==> src/rtl/pcseq_pkg.sv <==
package pcseq_pkg;

  typedef enum logic [2:0] {
    CF_NONE = 3'd0,
    CF_BEQ  = 3'd1,
    CF_BNE  = 3'd2,
    CF_BLEZ = 3'd3,
    CF_BGTZ = 3'd4,
    CF_J    = 3'd5,
    CF_JAL  = 3'd6,
    CF_JR   = 3'd7
  } cf_kind_e;

  function automatic logic is_cond_branch(cf_kind_e k);
    return (k == CF_BEQ) || (k == CF_BNE) || (k == CF_BLEZ) || (k == CF_BGTZ);
  endfunction

  function automatic logic is_region_jump(cf_kind_e k);
    return (k == CF_J) || (k == CF_JAL);
  endfunction

endpackage

==> src/rtl/pcseq_cond.sv <==
module pcseq_cond
  import pcseq_pkg::*;
#(
  parameter int XLEN = 32
) (
  input  cf_kind_e          kind,
  input  logic [XLEN-1:0]   rs,
  input  logic [XLEN-1:0]   rt,
  output logic              take
);

  logic eq;
  logic rs_neg;
  logic rs_zero;

  always_comb begin
    eq      = (rs == rt);
    rs_neg  = rs[XLEN-1];
    rs_zero = (rs == '0);
    unique case (kind)
      CF_BEQ:  take = eq;
      CF_BNE:  take = !eq;
      CF_BLEZ: take = rs_neg || rs_zero;
      CF_BGTZ: take = !rs_neg && !rs_zero;
      CF_J,
      CF_JAL,
      CF_JR:   take = 1'b1;
      default: take = 1'b0;
    endcase
  end

endmodule

==> src/rtl/pcseq_target.sv <==
module pcseq_target
  import pcseq_pkg::*;
#(
  parameter int XLEN    = 32,
  parameter int IMM_B   = 16,
  parameter int IMM_J   = 26,
  parameter int ALIGN_B = 2
) (
  input  cf_kind_e          kind,
  input  logic [XLEN-1:0]   pc,
  input  logic [IMM_J-1:0]  imm,
  input  logic [XLEN-1:0]   rs,
  output logic [XLEN-1:0]   tgt,
  output logic              misalign
);

  localparam int SEXT_W = XLEN - IMM_B - ALIGN_B;
  localparam int KEEP_W = XLEN - IMM_J - ALIGN_B;
  localparam logic [XLEN-1:0] STEP = XLEN'(1 << ALIGN_B);

  logic [XLEN-1:0] slot_pc;
  logic [XLEN-1:0] br_off;
  logic [XLEN-1:0] br_tgt;
  logic [XLEN-1:0] rj_tgt;
  logic [XLEN-1:0] jr_tgt;

  assign slot_pc = pc + STEP;
  assign br_off  = {{SEXT_W{imm[IMM_B-1]}}, imm[IMM_B-1:0], {ALIGN_B{1'b0}}};
  assign br_tgt  = slot_pc + br_off;
  assign jr_tgt  = {rs[XLEN-1:ALIGN_B], {ALIGN_B{1'b0}}};

  generate
    if (KEEP_W > 0) begin : g_region_keep
      assign rj_tgt = {pc[XLEN-1 -: KEEP_W], imm, {ALIGN_B{1'b0}}};
    end else begin : g_region_full
      assign rj_tgt = XLEN'({imm, {ALIGN_B{1'b0}}});
    end
  endgenerate

  always_comb begin
    tgt      = slot_pc;
    misalign = 1'b0;
    if (is_cond_branch(kind)) begin
      tgt = br_tgt;
    end else if (is_region_jump(kind)) begin
      tgt = rj_tgt;
    end else if (kind == CF_JR) begin
      tgt      = jr_tgt;
      misalign = (rs[ALIGN_B-1:0] != '0);
    end
  end

endmodule

==> src/rtl/pcseq_link.sv <==
module pcseq_link #(
  parameter int XLEN     = 32,
  parameter int ALIGN_B  = 2
) (
  input  logic              clk,
  input  logic              rst,
  input  logic              is_call,
  input  logic              bad_tgt,
  input  logic [XLEN-1:0]   pc,
  output logic              we_q,
  output logic [XLEN-1:0]   val_q,
  output logic              mis_q
);

  localparam logic [XLEN-1:0] RET_OFF = XLEN'(2 << ALIGN_B);

  always_ff @(posedge clk) begin
    if (rst) begin
      we_q  <= 1'b0;
      val_q <= '0;
      mis_q <= 1'b0;
    end else begin
      we_q  <= is_call;
      mis_q <= bad_tgt;
      if (is_call) begin
        val_q <= pc + RET_OFF;
      end
    end
  end

endmodule

==> src/rtl/pc_sequencer.sv <==
module pc_sequencer
  import pcseq_pkg::*;
#(
  parameter int               XLEN     = 32,
  parameter int               IMM_B    = 16,
  parameter int               IMM_J    = 26,
  parameter int               INSN_B   = 4,
  parameter int               REG_AW   = 5,
  parameter int               LINK_REG = 31,
  parameter logic [31:0]      RESET_PC = 32'h0000_1000
) (
  input  logic                clk,
  input  logic                rst,
  input  logic [2:0]          ctl_kind,
  input  logic [IMM_J-1:0]    ctl_imm,
  input  logic [XLEN-1:0]     rs_val,
  input  logic [XLEN-1:0]     rt_val,
  output logic [XLEN-1:0]     pc_o,
  output logic                link_we,
  output logic [REG_AW-1:0]   link_idx,
  output logic [XLEN-1:0]     link_val,
  output logic                tgt_misalign
);

  localparam int ALIGN_B = $clog2(INSN_B);
  localparam logic [XLEN-1:0] STEP = XLEN'(INSN_B);

  cf_kind_e        kind;
  logic            take;
  logic [XLEN-1:0] tgt;
  logic            tgt_bad;
  logic            pend_vld_q;
  logic [XLEN-1:0] pend_tgt_q;
  logic [XLEN-1:0] pc_q;
  logic [XLEN-1:0] pc_nxt;

  assign kind = cf_kind_e'(ctl_kind);

  pcseq_cond #(.XLEN(XLEN)) u_cond (
    .kind (kind),
    .rs   (rs_val),
    .rt   (rt_val),
    .take (take)
  );

  pcseq_target #(
    .XLEN    (XLEN),
    .IMM_B   (IMM_B),
    .IMM_J   (IMM_J),
    .ALIGN_B (ALIGN_B)
  ) u_tgt (
    .kind     (kind),
    .pc       (pc_q),
    .imm      (ctl_imm),
    .rs       (rs_val),
    .tgt      (tgt),
    .misalign (tgt_bad)
  );

  // The pending entry is consumed first; a transfer in the slot refills it.
  assign pc_nxt = pend_vld_q ? pend_tgt_q : (pc_q + STEP);

  always_ff @(posedge clk) begin
    if (rst) begin
      pc_q       <= XLEN'(RESET_PC);
      pend_vld_q <= 1'b0;
      pend_tgt_q <= '0;
    end else begin
      pc_q       <= pc_nxt;
      pend_vld_q <= take;
      if (take) begin
        pend_tgt_q <= tgt;
      end
    end
  end

  pcseq_link #(.XLEN(XLEN), .ALIGN_B(ALIGN_B)) u_link (
    .clk     (clk),
    .rst     (rst),
    .is_call (kind == CF_JAL),
    .bad_tgt (tgt_bad),
    .pc      (pc_q),
    .we_q    (link_we),
    .val_q   (link_val),
    .mis_q   (tgt_misalign)
  );

  assign pc_o     = pc_q;
  assign link_idx = REG_AW'(LINK_REG);

endmodule

==> config.mk <==
export PLATFORM = sky130hd
export DESIGN_NAME = pc_sequencer
export DESIGN_NICKNAME = d
export VERILOG_FILES = /design/src/rtl/pcseq_pkg.sv /design/src/rtl/pcseq_cond.sv /design/src/rtl/pcseq_target.sv /design/src/rtl/pcseq_link.sv /design/src/rtl/pc_sequencer.sv
export SDC_FILE = /design/constraint.sdc
export NUM_CORES = 1
export LEC_CHECK = 0
export BUFFER_PORTS_ARGS = -buffer_cell sky130_fd_sc_hd__buf_2
export CORE_UTILIZATION = 60
export DETAILED_ROUTE_END_ITERATION = 12
export GPL_TIMING_DRIVEN = 0
export PLACE_DENSITY = 0.84
export SLEW_MARGIN = 30
export SYNTH_ARGS = -nofsm -noshare
export SYNTH_HDL_FRONTEND = slang
export SYNTH_SLANG_ARGS = --single-unit
==> constraint.sdc <==
create_clock -name clk -period 8.1 [get_ports clk]
set_input_delay 2.025 -clock clk [delete_from_list [all_inputs] [get_ports clk]]
set_output_delay 2.025 -clock clk [all_outputs]
set_load 0.01 [all_outputs]
==> results of run 1 <==
[cells in the mapped netlist, types with 9 or more instances]
master	number
dfxtp_1	99
xnor2_1	74
xor2_1	31
ha_1	37
nand2_1	90
nor3_1	22
mux2_2	10
a211o_1	12
or3_1	9
inv_1	28
o21ai_0	30
nor2_1	129
nand3_1	22
a211oi_1	42
nor2b_1	10
nand4_1	28
a21o_1	21
clkbuf_1	55
o22ai_1	11
a21oi_1	69
nor4_1	12
mux2i_1	38
and3_1	10
[sequential cells by signal, indices dropped and copies added, names as in the netlist]
signal,count
pc_o,32
pend_tgt_q,32
u_link.val_q,32
pend_vld_q,1
u_link.mis_q,1
u_link.we_q,1
[layer usage]
layer  vias up  GRT usage  routed length [um]
met4         0      0.231                1230
met1      3899      0.490               10800
met3        94     0.0965                2980
met5         -          0                   0
li1       4019          -                   -
met2       593      0.702               12900
[critical path, stage by stage, from the launching register on]
cell	delay [ns]
dfxtp_1	0.43
ha_1	0.25
and3_1	0.24
and4_1	0.19
buf_2	0.19
and3_1	0.29
nand2_1	0.10
xor2_1	0.46
inv_1	0.10
ha_1	0.29
buf_2	0.20
nand2_1	0.09
or3_1	0.35
a211o_1	0.38
a21boi_4	0.25
a21boi_1	0.10
or4b_1	0.50
a31oi_1	0.28
nor3_1	0.08
[stage by stage]
step,instance area [um2],power [uW],utilization
global route,9200,1540,0.726
detailed placement,8860,982,0.699
CTS,9200,1460,0.726
global placement,8860,976,0.699
finish,9200,1480,0.726
floorplan,7850,833,-
[worst min path at each step]
stage,endpoint,from,slack (ns)
global route,u_link.val_q[1],u_link.val_q[1],0.48
floorplan,pend_tgt_q[20],pend_tgt_q[20],0.42
CTS,u_link.val_q[1],u_link.val_q[1],0.46
finish,u_link.val_q[1],u_link.val_q[1],0.46
detailed placement,u_link.val_q[1],u_link.val_q[1],0.45
global placement,u_link.val_q[0],u_link.val_q[0],0.44
[area by class of cell]
type,instances,area [um2],share of cell area
buffer,73,302,0.0328
clock buffer,11,243,0.0264
clock inverter,5,100,0.0109
inverter,29,109,0.0118
multi-input combinational,825,5460,0.593
sequential,99,1980,0.215
tap,172,215,0.0234
timing repair buffer,159,796,0.0865
[kinds of logic (layout without fill, tap and decap cells)]
group	count (synthesis)	count (layout)	synth area share
other cells	1	5	0.000479
compound gates	265	265	0.234
xor+xnor	105	105	0.117
simple gates	363	363	0.217
fa+ha+maj	38	38	0.0616
mux	49	49	0.0644
flops	99	99	0.253
buf+inv	102	277	0.0524
[where the power goes]
part	switching (uW)	internal [uW]
registers	30.1	521
clock network	178	309
logic	269	170
==> impl_metrics.tcl, run 1 <==
set metrics [dict create \
    regToRegSetupSlack_ns 3.20 \
    drc 0 \
    port-buffer-count 159 \
    clock_path_buffers 2 \
    ys_seq_area_frac 0.253 \
    dp.cells 1357 \
    leakage_uw 0.00405 \
    ys_top_cells_by_area "dfxtp_1 (25%), xnor2_1 (8.3%), nor2_1 (6.2%), ha_1 (5.9%), mux2i_1 (4.9%)" \
    syn_area_per_cell_um2 7.67 \
    power.density_nw_per_um2 161 \
    synth_seq_cells 99 \
    post-dp-hpwl_um 21800 \
    r2r-end "pend_tgt_q[26]" \
    cts-resized-gates 0 \
    synth.distinct_cells 72 \
    antenna_found_initial 0 \
    crit_path_end_kind "register" \
    gp_congestion 0.992 \
    yosysWarnings 0 \
    setup_viol 0 \
    slew_viol_final 0 \
    fmax_ghz 0.204 \
    die_h_um 116 \
    finalHoldViolCount 0 \
    post-place-ws_ns 3.12 \
    critPathMaxFanout 8 \
    fin_cells 1373 \
    grt_pass1_wl_um 42900 \
    layout_commonest_cell "buf_2" \
    cts_setup_buffers 0 \
    whs_ns 0.457 \
    hp-class "register to register" \
    peakVddDrop_uv 129 \
    cts_sinks 99 \
    r2r.worst_path.cells 18 \
    drv_cap 0 \
    drive_gt1_frac 0.174 \
    syn_inst 1022 \
    grt_overflow 0 \
    first_global_vias 8101 \
    synth_edf_count 0 \
    cts_root_buf "clkbuf_16" \
    final.fill_count 1026 \
    design.die.area_um2 13500 \
    start_util 0.618 \
    outcome "complete, no violations" \
    rows 41 \
    yosys.area.top_type "dfxtp_1" \
    worstHoldPathCells 2 \
    rsz0062_at_grt "false" \
    clkLatencyLatePin_ns 0.34 \
    critical_path_arrival_ns 5.10 \
    viasPerCell 6.27 \
    fin_crit_sh 0.604 \
    grt_max_degree 23 \
    core_region_area_um2 12700 \
    io-pin-count 166 \
    critPathLaunch "pc_o[3]" \
    syn_area_um2 7840 \
    syn_to_final_growth_pct 17.5 \
    path_class "register to register" \
    async_flop_share 0 \
    tightest_slew_ns 0.868 \
    wire_per_inst_um 20.3 \
    fin_crit_ns 4.90 \
    ant_nets 0 \
    track_usage 0.417 \
    die_w_um 116 \
    synth_top_area_share 0.253 \
    drt_first_pass_iters 7 \
    path_clk_slew_ns 0.06 \
    setup_slack_ns 3.20 \
    num_antenna_cells 0 \
    crit_path_start_kind "register" \
    cp.required_ns 8.30 \
    cts_tree "built" \
    clock_skew_ns 0.00801 \
    r2r-start "pc_o[3]" \
    fin_nets 1329 \
    wl_um 27900 \
    slew_headroom 0.414 \
    holdBufCountCts 0 \
    synthFlopType "dfxtp_1" \
    h-tree-depth 3 \
    crit_end "pend_tgt_q[26]" \
    final_cell_mix "buf_2 (166), nor2_1 (129), dfxtp_1 (99)" \
    drt-initial-drc-count 1039 \
    num_vias 8605 \
    numCtsBuffers 9 \
    tns_ns 0 \
]
No activity file was read; power rests on OpenSTA's default activity.
==> run 2: changes to the inputs <==
--- a/config.mk
+++ b/config.mk
@@ -6,10 +6,10 @@
 export NUM_CORES = 1
 export LEC_CHECK = 0
 export BUFFER_PORTS_ARGS = -buffer_cell sky130_fd_sc_hd__buf_2
-export CORE_UTILIZATION = 60
+export CORE_UTILIZATION = 56
 export DETAILED_ROUTE_END_ITERATION = 12
 export GPL_TIMING_DRIVEN = 0
-export PLACE_DENSITY = 0.84
+export PLACE_DENSITY = 0.79
 export SLEW_MARGIN = 30
 export SYNTH_ARGS = -nofsm -noshare
 export SYNTH_HDL_FRONTEND = slang
==> constraint.sdc (replaced) <==
create_clock -name clk -period 4.8 [get_ports clk]
set_input_delay 1.2 -clock clk [delete_from_list [all_inputs] [get_ports clk]]
set_output_delay 1.2 -clock clk [all_outputs]
set_load 0.01 [all_outputs]
==> impl_metrics.tcl, run 2 (synthesis results as in run 1) <==
set metrics [dict create \
    outcome "complete, no violations" \
    finalHoldViolCount 0 \
    grt_max_degree 23 \
    numCtsBuffers 9 \
    design.die.area_um2 14500 \
    gp_congestion 0.976 \
    cts_root_buf "clkbuf_16" \
    wire_per_inst_um 20.0 \
    worstHoldPathCells 2 \
    swShare 0.344 \
    crit_path_cell_trace "ha_1, and3_1, and4_1, buf_2, and3_2, nand2_1, xor2_2, inv_1, ha_1, buf_2, nand2_1, or3_1, a211o_2, a21boi_4, a21boi_1, or4b_1, a31oi_2, nor3_1" \
    hp-class "register to register" \
    p_int_uw 1580 \
    cp.required_ns 5.02 \
    fin_nets 1329 \
    slew_headroom 0.413 \
    min_to "u_link.val_q[2]" \
    regToRegSetupSlack_ns 0.16 \
    seqPwrFrac 0.387 \
    p_sw_uw 826 \
    tns_ns 0 \
    r2r-start "pc_o[3]" \
    grt_overflow 0 \
    drive_gt1_frac 0.182 \
    io-pin-count 166 \
    rows 42 \
    comb_power_share 0.305 \
    path_clk_slew_ns 0.07 \
    grt_pass1_wl_um 42300 \
    whs_ns 0.455 \
    cts_sinks 99 \
    critPathMaxFanout 8 \
    fin_crit_ns 4.64 \
    r2r-end "pend_tgt_q[26]" \
    power.density_nw_per_um2 261 \
    syn_to_final_growth_pct 17.4 \
    drc 0 \
    dp.cells 1361 \
    setup_viol 0 \
    clock_skew_ns 0.00916 \
    track_usage 0.378 \
    h-tree-depth 3 \
    leakage_uw 0.00402 \
    worstHoldStart "u_link.val_q[2]" \
    drv_cap 0 \
    r2r.worst_path.cells 18 \
    viasPerCell 6.19 \
    fmax_ghz 0.216 \
    crit_path_end_kind "register" \
    die_w_um 120 \
    slew_viol_final 0 \
    first_global_vias 7839 \
    cts_tree "built" \
    clock_path_buffers 2 \
    num_antenna_cells 0 \
    rsz0062_at_grt "false" \
    ant_nets 0 \
    clkLatencyLatePin_ns 0.35 \
    final_cell_mix "buf_2 (166), nor2_1 (129), dfxtp_1 (97)" \
    worst_path_largest_cell_delay_ns 0.52 \
    core_region_area_um2 13500 \
    p_clk_frac 0.308 \
    critical_path_arrival_ns 4.86 \
    fin_cells 1377 \
    drt_first_pass_iters 6 \
    fin_util 0.684 \
    antenna_found_initial 0 \
    num_vias 8522 \
    fin_crit_sh 0.966 \
    port-buffer-count 159 \
    start_util 0.582 \
    path_class "register to register" \
    tightest_slew_ns 0.858 \
    crit_path_start_kind "register" \
    die_h_um 120 \
    peakVddDrop_uv 146 \
    layout_commonest_cell "buf_2" \
    post-dp-hpwl_um 21900 \
    wl_um 27600 \
    drt-initial-drc-count 1083 \
    worst_path_max_delay_cell "or4b_1" \
]
run 2: worst max path at each step:
stage,to,cells after the start,start,slack [ns]
4_1_cts,pend_tgt_q[26],18,pc_o[3],0.03
3_5_place_dp,pend_tgt_q[26],18,pc_o[3],0.05
6_report,pend_tgt_q[26],18,pc_o[3],0.16
3_3_place_gp,pend_tgt_q[26],18,pc_o[3],0.05
2_1_floorplan,pend_tgt_q[26],18,pc_o[4],0.82
5_1_grt,pend_tgt_q[26],18,pc_o[3],0.02
run 2: per-stage QoR:
| stage | worst slack (ns) | area [um2] | power, uW |
|---|---|---|---|
| 2_1_floorplan | 0.822 | 7850 | 1410 |
| 5_1_grt | 0.0166 | 9200 | 2500 |
| 3_3_place_gp | 0.0457 | 8870 | 1650 |
| 3_5_place_dp | 0.0516 | 8870 | 1650 |
| 4_1_cts | 0.0275 | 9170 | 2370 |
| 6_report | 0.163 | 9200 | 2400 |
run 2: layout make-up:
| class | instances | area (um2) |
|---|---|---|
| buffer | 72 | 298 |
| clock buffer | 10 | 229 |
| clock inverter | 6 | 72.6 |
| fill | 1202 | 4250 |
| inverter | 29 | 109 |
| multi-input combinational | 825 | 5490 |
| sequential | 99 | 1980 |
| tap | 176 | 220 |
| timing repair buffer | 160 | 803 |
run 2: what timing repair did:
action	CTS	global route
endpoints found under the hold margin	0	0
setup endpoints to repair	0	10
setup buffers	0	1
hold buffers	0	0
gates resized for setup	0	8
run 2: critical path, delay by kind of cell, from the launching register on:
family,cells,cell delay [ns]
AND/OR/NAND/NOR,8,1.87
AO/OA/AOI/OAI,4,1.00
adder cells (fa/ha/maj),2,0.47
buffers and inverters,3,0.46
flip-flops,1,0.37
XOR/XNOR,1,0.34
run 2: routing by layer:
metal / global-route usage / up-vias / share of wire
li1: - / 4019 / -
met1: 0.490 / 3871 / 0.42
met2: 0.632 / 550 / 0.45
met3: 0.0590 / 82 / 0.095
met4: 0.140 / 0 / 0.033
met5: 0 / - / 0
run 2: power by group through the flow:
stage	sequential (uW)	clock, uW	combinational, uW
after CTS	925	736	714
after detailed placement	944	0	709
after floorplan	944	0	462
after global placement	941	0	705
final	929	741	732
after global routing	935	769	795
